**src/rtl/eep_pkg.sv**
```systemverilog
package eep_pkg;
  typedef enum logic [2:0] {
    ST_IDLE,
    ST_DEV,
    ST_WADR,
    ST_WDAT,
    ST_RDAT
  } eep_state_e;
endpackage

```
**src/rtl/eep_bus_sampler.sv**
```systemverilog
module eep_bus_sampler (
  input  logic clk,
  input  logic rst_n,
  input  logic scl_i,
  input  logic sda_i,
  output logic sda_s,
  output logic scl_rise,
  output logic scl_fall,
  output logic start_det,
  output logic stop_det
);
  logic [2:0] scl_pipe, sda_pipe;

  always_ff @(posedge clk or negedge rst_n) begin
    if (!rst_n) begin
      scl_pipe <= 3'b111;
      sda_pipe <= 3'b111;
    end else begin
      scl_pipe <= {scl_pipe[1:0], scl_i};
      sda_pipe <= {sda_pipe[1:0], sda_i};
    end
  end

  // pipe[1] is the synchronized value, pipe[2] the one before it
  assign sda_s     = sda_pipe[1];
  assign scl_rise  = scl_pipe[1] & ~scl_pipe[2];
  assign scl_fall  = ~scl_pipe[1] & scl_pipe[2];
  assign start_det = scl_pipe[1] & scl_pipe[2] & sda_pipe[2] & ~sda_pipe[1];
  assign stop_det  = scl_pipe[1] & scl_pipe[2] & ~sda_pipe[2] & sda_pipe[1];
endmodule

```
**src/rtl/eep_addr_ctr.sv**
```systemverilog
module eep_addr_ctr #(
  parameter int AW = 8
) (
  input  logic          clk,
  input  logic          rst_n,
  input  logic          ld,
  input  logic [AW-1:0] ld_val,
  input  logic          inc,
  output logic [AW-1:0] cnt
);
  logic [AW-1:0] cnt_d;
  logic          cnt_en;

  always_comb begin
    cnt_en = ld | inc;
    cnt_d  = ld ? ld_val : cnt + AW'(1);   // natural wrap at the array top
  end

  always_ff @(posedge clk or negedge rst_n) begin
    if (!rst_n)      cnt <= '0;
    else if (cnt_en) cnt <= cnt_d;
  end
endmodule

```
**src/rtl/eep_page_addr.sv**
```systemverilog
module eep_page_addr #(
  parameter int AW = 8,
  parameter int PW = 3
) (
  input  logic [AW-1:0] base,
  input  logic [PW-1:0] offset,
  output logic [AW-1:0] addr
);
  // upper bits fixed, low bits roll over inside the page
  assign addr = {base[AW-1:PW], PW'(base[PW-1:0] + offset)};
endmodule

```
**src/rtl/eep_slave_engine.sv**
```systemverilog
module eep_slave_engine #(
  parameter  int MEM_BYTES  = 256,
  localparam int AW         = $clog2(MEM_BYTES),
  localparam int PAGE_BYTES = (MEM_BYTES >= 512) ? 16 : 8,
  localparam int PW         = $clog2(PAGE_BYTES),
  localparam bit WIDE       = (AW > 8)
) (
  input  logic          clk,
  input  logic          rst_n,
  input  logic          scl_i,
  input  logic          sda_i,
  input  logic [2:0]    dev_sel_i,
  output logic          sda_oe_o,
  output logic [AW-1:0] mem_raddr_o,
  input  logic [7:0]    mem_rdata_i,
  output logic          wr_stb_o,
  output logic [AW-1:0] wr_addr_o,
  output logic [7:0]    wr_data_o,
  output logic          wr_commit_o
);
  import eep_pkg::*;

  logic sda_s, scl_rise, scl_fall, start_det, stop_det;

  eep_bus_sampler u_smp (
    .clk(clk), .rst_n(rst_n), .scl_i(scl_i), .sda_i(sda_i),
    .sda_s(sda_s), .scl_rise(scl_rise), .scl_fall(scl_fall),
    .start_det(start_det), .stop_det(stop_det)
  );

  eep_state_e    st_q, st_d;
  logic [3:0]    bit_q, bit_d;
  logic [7:0]    sh_q, sh_d;
  logic          rw_q, rw_d, ps_q, ps_d, oe_q, oe_d;
  logic          pend_q, pend_d, mack_q, mack_d;
  logic          stb_q, stb_d, cmt_q, cmt_d;
  logic [7:0]    wdat_q, wdat_d;
  logic [AW-1:0] waddr_q, waddr_d;
  logic [PW-1:0] woff_q, woff_d;
  logic          ctr_ld, ctr_inc;
  logic [AW-1:0] ctr_val, ctr_q, page_addr;
  logic          dev_hit;

  eep_addr_ctr #(.AW(AW)) u_ctr (
    .clk(clk), .rst_n(rst_n), .ld(ctr_ld), .ld_val(ctr_val),
    .inc(ctr_inc), .cnt(ctr_q)
  );

  eep_page_addr #(.AW(AW), .PW(PW)) u_pga (
    .base(ctr_q), .offset(woff_q), .addr(page_addr)
  );

  generate
    if (WIDE) begin : g_wide
      assign dev_hit = (sh_q[7:4] == 4'b1010) && (sh_q[3:2] == dev_sel_i[2:1]);
    end else begin : g_narrow
      assign dev_hit = (sh_q[7:4] == 4'b1010) && (sh_q[3:1] == dev_sel_i);
    end
  endgenerate

  always_comb begin
    st_d = st_q;  bit_d = bit_q;  sh_d = sh_q;  rw_d = rw_q;  ps_d = ps_q;
    oe_d = oe_q;  pend_d = pend_q;  mack_d = mack_q;
    wdat_d = wdat_q;  waddr_d = waddr_q;  woff_d = woff_q;
    stb_d = 1'b0;  cmt_d = 1'b0;  ctr_ld = 1'b0;  ctr_inc = 1'b0;
    ctr_val = AW'({ps_q, sh_q});
    if (start_det) begin
      st_d = ST_DEV;  bit_d = '0;  oe_d = 1'b0;  pend_d = 1'b0;
    end else if (stop_det) begin
      cmt_d = pend_q;  pend_d = 1'b0;  st_d = ST_IDLE;  oe_d = 1'b0;
    end else if (st_q != ST_IDLE) begin
      if (scl_rise) begin
        if (bit_q < 4'd8) begin
          if (st_q != ST_RDAT) sh_d = {sh_q[6:0], sda_s};
        end else if (st_q == ST_RDAT) begin
          mack_d = sda_s;
        end
        bit_d = bit_q + 4'd1;
      end else if (scl_fall) begin
        case (bit_q)
          4'd8: begin                       // ninth clock begins
            case (st_q)
              ST_DEV: begin
                if (dev_hit) begin
                  oe_d = 1'b1;  rw_d = sh_q[0];  ps_d = WIDE ? sh_q[1] : 1'b0;
                end else begin
                  st_d = ST_IDLE;
                end
              end
              ST_WADR: begin
                oe_d = 1'b1;  ctr_ld = 1'b1;  woff_d = '0;
              end
              ST_WDAT: begin
                oe_d = 1'b1;  stb_d = 1'b1;  wdat_d = sh_q;  waddr_d = page_addr;
                woff_d = woff_q + PW'(1);  pend_d = 1'b1;
              end
              default: oe_d = 1'b0;         // release for the master's ack
            endcase
          end
          4'd9: begin                       // ninth clock ends
            bit_d = '0;
            oe_d  = 1'b0;
            case (st_q)
              ST_DEV:  if (rw_q) begin
                         st_d = ST_RDAT;  sh_d = mem_rdata_i;
                         oe_d = ~mem_rdata_i[7];  ctr_inc = 1'b1;
                       end else begin
                         st_d = ST_WADR;
                       end
              ST_WADR: st_d = ST_WDAT;
              ST_RDAT: if (!mack_q) begin
                         sh_d = mem_rdata_i;  oe_d = ~mem_rdata_i[7];  ctr_inc = 1'b1;
                       end else begin
                         st_d = ST_IDLE;
                       end
              default: st_d = st_q;
            endcase
          end
          default: begin
            if (st_q == ST_RDAT && bit_q != 4'd0) begin
              sh_d = {sh_q[6:0], 1'b0};
              oe_d = ~sh_q[6];
            end
          end
        endcase
      end
    end
  end

  always_ff @(posedge clk or negedge rst_n) begin
    if (!rst_n) begin
      st_q <= ST_IDLE;  bit_q <= '0;  sh_q <= '0;  rw_q <= 1'b0;  ps_q <= 1'b0;
      oe_q <= 1'b0;  pend_q <= 1'b0;  mack_q <= 1'b1;  stb_q <= 1'b0;
      cmt_q <= 1'b0;  wdat_q <= '0;  waddr_q <= '0;  woff_q <= '0;
    end else begin
      st_q <= st_d;  bit_q <= bit_d;  sh_q <= sh_d;  rw_q <= rw_d;  ps_q <= ps_d;
      oe_q <= oe_d;  pend_q <= pend_d;  mack_q <= mack_d;  stb_q <= stb_d;
      cmt_q <= cmt_d;  wdat_q <= wdat_d;  waddr_q <= waddr_d;  woff_q <= woff_d;
    end
  end

  assign sda_oe_o    = oe_q;
  assign mem_raddr_o = ctr_q;
  assign wr_stb_o    = stb_q;
  assign wr_addr_o   = waddr_q;
  assign wr_data_o   = wdat_q;
  assign wr_commit_o = cmt_q;
endmodule

```
**config.mk**
```make
export PLATFORM = sky130hd
export DESIGN_NAME = eep_slave_engine
export DESIGN_NICKNAME = d
export VERILOG_FILES = /design/src/rtl/eep_pkg.sv /design/src/rtl/eep_bus_sampler.sv /design/src/rtl/eep_addr_ctr.sv /design/src/rtl/eep_page_addr.sv /design/src/rtl/eep_slave_engine.sv
export SDC_FILE = /design/constraint.sdc
export NUM_CORES = 1
export LEC_CHECK = 0
export ABC_CLOCK_PERIOD_IN_PS = 2900
export BUFFER_PORTS_ARGS = -buffer_cell sky130_fd_sc_hd__buf_2
export CORE_AREA = 2 2 82 84
export DETAILED_ROUTE_END_ITERATION = 8
export DIE_AREA = 0 0 84 86
export PLACE_DENSITY_LB_ADDON = 0.05
export SETUP_SLACK_MARGIN = 0.05
export SLEW_MARGIN = 10
export SYNTH_ARGS = -nofsm -noshare
export SYNTH_HDL_FRONTEND = slang
export SYNTH_SLANG_ARGS = --single-unit
```
**constraint.sdc**
```tcl
create_clock -name clk -period 2.9 [get_ports clk]
set_input_delay 0.29 -clock clk [delete_from_list [all_inputs] [get_ports clk]]
set_output_delay 0.29 -clock clk [all_outputs]
set_load 0.02 [all_outputs]
```
# After elaboration in Yosys (flattened, before gate mapping)
# Index checks and enable logic that the tools add are counted.
totals:
  reg_bits: 54
  in_bits: 15
  out_inout_bits: 27
  word_cells: 158
classes:
  add_sub_neg: 4
  order_cmp: 1
  eq_ne: 22
  n_mux: 72
  n_bitwise: 18
  n_reduce_logical: 26
op_table:
  columns: ["operator", "n"]
  rows:
  - ["$mux W8", 8]
  - ["$mux W1", 40]
  - ["$pmux W8 S2", 2]
  - ["$mux W3", 9]
  - ["$mux W4", 6]
  - ["$reduce_bool A3 Y1", 8]
  - ["$reduce_and A8 Y1", 2]
  - ["$reduce_and A7 Y1", 2]
  - ["$eq A4 B4 Y1 const B", 3]
  - ["$ne A4 B4 Y1 const B", 3]
  - ["$pmux W3 S2", 2]
  - ["$reduce_and A11 Y1", 1]
  - ["$ne A5 B5 Y1 const B", 2]
  - ["$not A1 Y1", 10]
  - ["$reduce_and A5 Y1", 2]
  - ["$pmux W3 S3", 1]
  - ["$add A8 B1 Y8 const B", 1]
  - ["$ne A4 B3 Y1 const B", 2]
  - ["$pmux W1 S2", 4]
  - ["$reduce_bool A4 Y1", 2]
  - ["$and A1 B1 Y1", 7]
  - ["$eq A3 B2 Y1 const B", 2]
  - ["$ne A6 B4 Y1 const B", 1]
  - ["$reduce_and A6 Y1", 1]
  - ["other kinds (17)", 22]

# Depth between registers and ports, before layout
depth:
  depth_word: 10
  depth_mapped: 9
  depth_no_buf: 7

# By module
# Synthesis repeated with hierarchy kept, for this count alone.
hier_totals:
  cells_unflattened: 272
  hier_area_um2: 2942.8
modules_own_cells:
  columns: ["mod", "n_inst", "cells_per_inst", "area_each_um2", "seq_area_each_um2"]
  rows:
  - ["eep_slave_engine", 1, 200, 2183.3, 1002.2]
  - ["eep_addr_ctr", 1, 50, 461.7, 200.2]
  - ["eep_bus_sampler", 1, 10, 190.2, 157.7]
  - ["eep_page_addr", 1, 12, 107.6, 0.0]

# Worst setup path before layout
# Ideal clock, no wire load.
synth_timing:
  path_kind: "flip-flop to flip-flop"
  from: "register u_smp.scl_pipe[2]"
  to: "register wdat_q[2] (netlist: wr_data_o[2])"
  setup_ns: 0.125
  t_arrival_ns: 2.126
  required_time_ns: 2.775
  path_slack_ns: 0.650
  stages_incl_launch_ff: 8
  path_buffers: 1
  period_less_slack_ns: 2.250
  cell_sequence: "dfstp_2 -> inv_1 -> ha_1 -> or2b_2 -> a211oi_1 -> nand3_2 -> buf_2 -> mux2_2"
synth_between:
  elab_chain_len: 5
  word_cells_on_any_way: 12
  cone_classes: "bitwise (11); reduce/logical (1)"
synth_lines:
  columns: ["item", "line", "source"]
  rows:
  - ["start, declared", "eep_bus_sampler.sv:12", "logic [2:0] scl_pipe, sda_pipe;"]
  - ["start signal, assigned", "eep_bus_sampler.sv:19", "scl_pipe <= {scl_pipe[1:0], scl_i};"]
  - ["$and A1 B1 Y1", "eep_bus_sampler.sv:28, eep_bus_sampler.sv:29", null]
  - ["$and A1 B1 Y1 (on tied branches) (2 in a row)", "eep_bus_sampler.sv:29, eep_bus_sampler.sv:28", null]
  - ["$not A1 Y1 (no line)", null, null]
  - ["$reduce_and A7 Y1 (no line) (*)", null, null]
  - ["end signal, assigned", "eep_slave_engine.sv:138", "cmt_q <= cmt_d; wdat_q <= wdat_d; waddr_q <= waddr_d; woff_q <= woff_d;"]
  - ["end, declared", "eep_slave_engine.sv:37", "logic [7:0] wdat_q, wdat_d;"]
# Every way passes the cells marked *; elsewhere a longest branch is shown, timed or not.
# A chain may end at the register's enable or synchronous reset.

# Worst setup path in the final report
layout_timing:
  from: "register u_smp.scl_pipe[2]"
  to: "register waddr_q[5] (netlist: wr_addr_o[5])"
layout_between:
  elab_chain_len: 5
  word_cells_on_any_way: 12
  cone_classes: "bitwise (11); reduce/logical (1)"
layout_lines:
  columns: ["item", "line", "source"]
  rows:
  - ["$and A1 B1 Y1", "eep_bus_sampler.sv:28, eep_bus_sampler.sv:29", null]
  - ["$and A1 B1 Y1 (on tied branches) (2 in a row)", "eep_bus_sampler.sv:29, eep_bus_sampler.sv:28", null]
  - ["$not A1 Y1 (no line)", null, null]
  - ["$reduce_and A7 Y1 (no line) (*)", null, null]
  - ["end signal, assigned", "eep_slave_engine.sv:138", null]
  - ["end, declared", "eep_slave_engine.sv:38", "logic [AW-1:0] waddr_q, waddr_d;"]
# Marked as above.

==> run summary <==
pre-CTS setup slack = 0.595 ns
Hold Path Class = primary input to flop
CP max FO = 17
syn avg cell area = 10.6 um^2
Die W = 84 um
CTS tree = done
remaining antenna violation count after routing = 0
Mapped Area = 2970 um^2
final hold viol count = 0
Clock Root Buffer = clkbuf_8
core area = 6280 um^2
Unique masters post-synth = 58
antenna violations before repair = 0
Crit Path Class = flop to flop
Sw Pwr = 320 uW
Worst slew margin = 65.1%
Tcrit/Tclk final = 80.0%
Clock Latency Late Sink = 0.32 ns
commonest non-fill, non-tap cells in the layout = 47 x dfrtp_1, 41 x buf_2, 28 x mux2_2, 28 x nand2_1, 23 x o21ai_0
initial drt markers = 121
area grow syn2layout = 13.1%
WP data arrival = 2.53 ns
IO Count = 42
Clk pwr share = 36.9%
n_diodes = 0
unrepaired setup endpoints after global routing = false
# Max-Cap Violations = 0
final worst-path setup slack = 0.579 ns
Worst setup SP type = flop
port buffer count = 41
R2R depth = 7
leak pwr = 0.00160 uW
ys flop type = dfrtp_1
CTS resizes = 0
WL/cell = 15.6 um
status = finished clean
fraction of the yosys area taken by sequential cells = 45.8%
final wirelength = 6.27 mm
Synthesis Warnings = 0
Post-DP Area = 3240 um^2
number of synthesized register bits = 54
Longest Clk Path Bufs = 2
Async SR Flop Fraction = 100%
GRT Total Usage = 18.7%
Final Wtd Congestion = 0.918
combinational group share of total power = 6.4%
P_int = 1060 uW
fill cell count = 598
Clk pin slew, worst setup/hold paths = 0.10 ns
vias in the first global route = 2177
Period minus WS final = 2.32 ns
die area = 7220 um^2
Synth Instances = 281
sequential power share = 56.7%
PwrDens = 411 nW/um^2
sum of negative setup slack = 0 ns
ratio of cells with drive above 1 in the final layout = 33.5%
Final Setup Violations = 0
grt total ovfl = 0
final instance area = 3360 um^2
htree depth = 2
pin count of the biggest net entering global routing = 37
Starting Density = 47.3%
FP Rows = 29
Post-synth EDFFs = 0
Slew Limit Fails = 0
DIE HEIGHT = 86 um
detail-routed via count per cell = 5.55
drt pass-1 iters = 4
DRC Markers = 0
WHS Path Cells = 1
Synth Net Count = 306
switching share of power = 23.2%
slew of the pin with the lowest slew margin = 0.522 ns
CP endpoint kind = flop
Worst Skew = 0.0151 ns
first-pass GRT wire length = 10.7 mm
CTS sink count = 54
nets = 349
fin util = 53.5%
VDD IR max = 0.258 mV
commonest non-fill, non-tap cell in the layout = dfrtp_1
CTS buffer count = 5
Worst Path Required = 3.11 ns
post-DP HPWL = 4.72 mm
vias = 2231
Peak Freq = 431 MHz
==> power groups by stage <==
| stage | combinational [uW] | sequential (uW) | clock [uW] |
|---|---|---|---|
| finish | 88.2 | 783 | 510 |
| global route | 101 | 786 | 551 |
| CTS | 89.9 | 783 | 524 |
| detailed placement | 88.6 | 797 | 0 |
| global placement | 88.0 | 797 | 0 |
| floorplan | 52.1 | 791 | 0 |
==> registers in the layout (all words and copies together) (netlist names), 4 cells and up <==
signal / count
bit_q: 4
wr_addr_o: 8
ctr_val: 8
u_ctr.cnt: 8
wr_data_o: 8
==> worst paths after layout <==
kind                                   start  slack [ns]                end
hold reg to reg            u_smp.scl_pipe[0]        0.35  u_smp.scl_pipe[1]
setup / recovery           u_smp.scl_pipe[2]        0.58       wr_addr_o[5]
max in group asynchronous              rst_n        1.66               rw_q
min in group asynchronous              rst_n        0.43       wr_data_o[2]
setup reg to reg           u_smp.scl_pipe[2]        0.58       wr_addr_o[5]
hold / removal                         sda_i        0.07  u_smp.sda_pipe[0]
==> repair_timing <==
action / 4_1_cts / 5_1_grt
setup buffers: 0 / 0
hold endpoints to repair: 11 / 0
hold buffers: 1 / 0
==> Yosys cell counts (2+ instances only) <==
master / number / share of area, %
or2_2: 2 / 0.42
inv_1: 17 / 2.1
nor2_1: 10 / 1.3
o31ai_1: 3 / 0.76
nand3_1: 5 / 0.84
nor4b_1: 2 / 0.59
a21oi_1: 8 / 1.3
nand4_1: 3 / 0.63
o21ai_0: 23 / 3.9
clkbuf_1: 3 / 0.38
xnor2_1: 3 / 0.89
nor2b_1: 2 / 0.42
dfrtp_1: 47 / 40
and3_1: 4 / 0.84
nor3_1: 3 / 0.51
buf_4: 8 / 2.0
o2bb2ai_1: 2 / 0.59
nand3b_1: 4 / 1.0
clkbuf_8: 2 / 0.93
buf_2: 3 / 0.51
nand2b_1: 4 / 0.84
nor4_1: 3 / 0.63
ha_1: 9 / 3.8
or3_2: 2 / 0.51
dfstp_2: 7 / 6.2
mux2_2: 28 / 11
a31oi_1: 2 / 0.42
a22oi_1: 6 / 1.5
o21ai_1: 2 / 0.34
a211oi_1: 4 / 1.0
and3_2: 2 / 0.51
nand2_1: 28 / 3.5
xor2_1: 5 / 1.5
==> cell type report <==
type | count | area [um^2] | area share (%)
Timing Repair Buffer | 52 | 290 | 8.64
Inverter | 17 | 63.8 | 1.90
Clock buffer | 6 | 72.6 | 2.16
Clock inverter | 2 | 37.5 | 1.12
Multi-Input combinational cell | 194 | 1440 | 42.8
Sequential cell | 54 | 1360 | 40.5
Tap cell | 77 | 96.3 | 2.87
==> layer usage <==
| metal | track usage (%) | up-vias | routed length, um |
|---|---|---|---|
| met5 | 0 | - | 0 |
| met4 | 6.16 | 0 | 99 |
| met3 | 3.37 | 9 | 242 |
| met2 | 30.0 | 45 | 2830 |
| met1 | 25.7 | 1086 | 3100 |
| li1 | - | 1091 | - |
==> worst max-delay path, stage by stage (launching register included) <==
cell      delay, ns
dfstp_2        0.55
inv_1          0.04
ha_1           0.27
or2b_2         0.38
a211oi_1       0.37
nand3_2        0.13
buf_4          0.20
mux2_2         0.27
==> cells by family (layout without fill, tap and decap cells) <==
| logic type | count (synthesis) | count (layout) | share of synthesized area (%) |
|---|---|---|---|
| simple gates | 84 | 84 | 15.7 |
| fa+ha+maj | 10 | 10 | 4.47 |
| xor+xnor | 8 | 8 | 2.36 |
| compound gates | 63 | 63 | 14.7 |
| flops | 54 | 54 | 45.8 |
| mux | 29 | 29 | 11.0 |
| buf+inv | 33 | 77 | 5.98 |
==> through the flow <==
step | std cells | total power (uW) | hold WS [ns]
after floorplan | 281 | 843 | -0.00559
after global placement | 393 | 885 | 0.251
after detailed placement | 393 | 886 | 0.251
after CTS | 402 | 1400 | 0.0565
after global routing | 402 | 1440 | 0.0538
final | 402 | 1380 | 0.0651
Power figures use the tool's default switching activity.
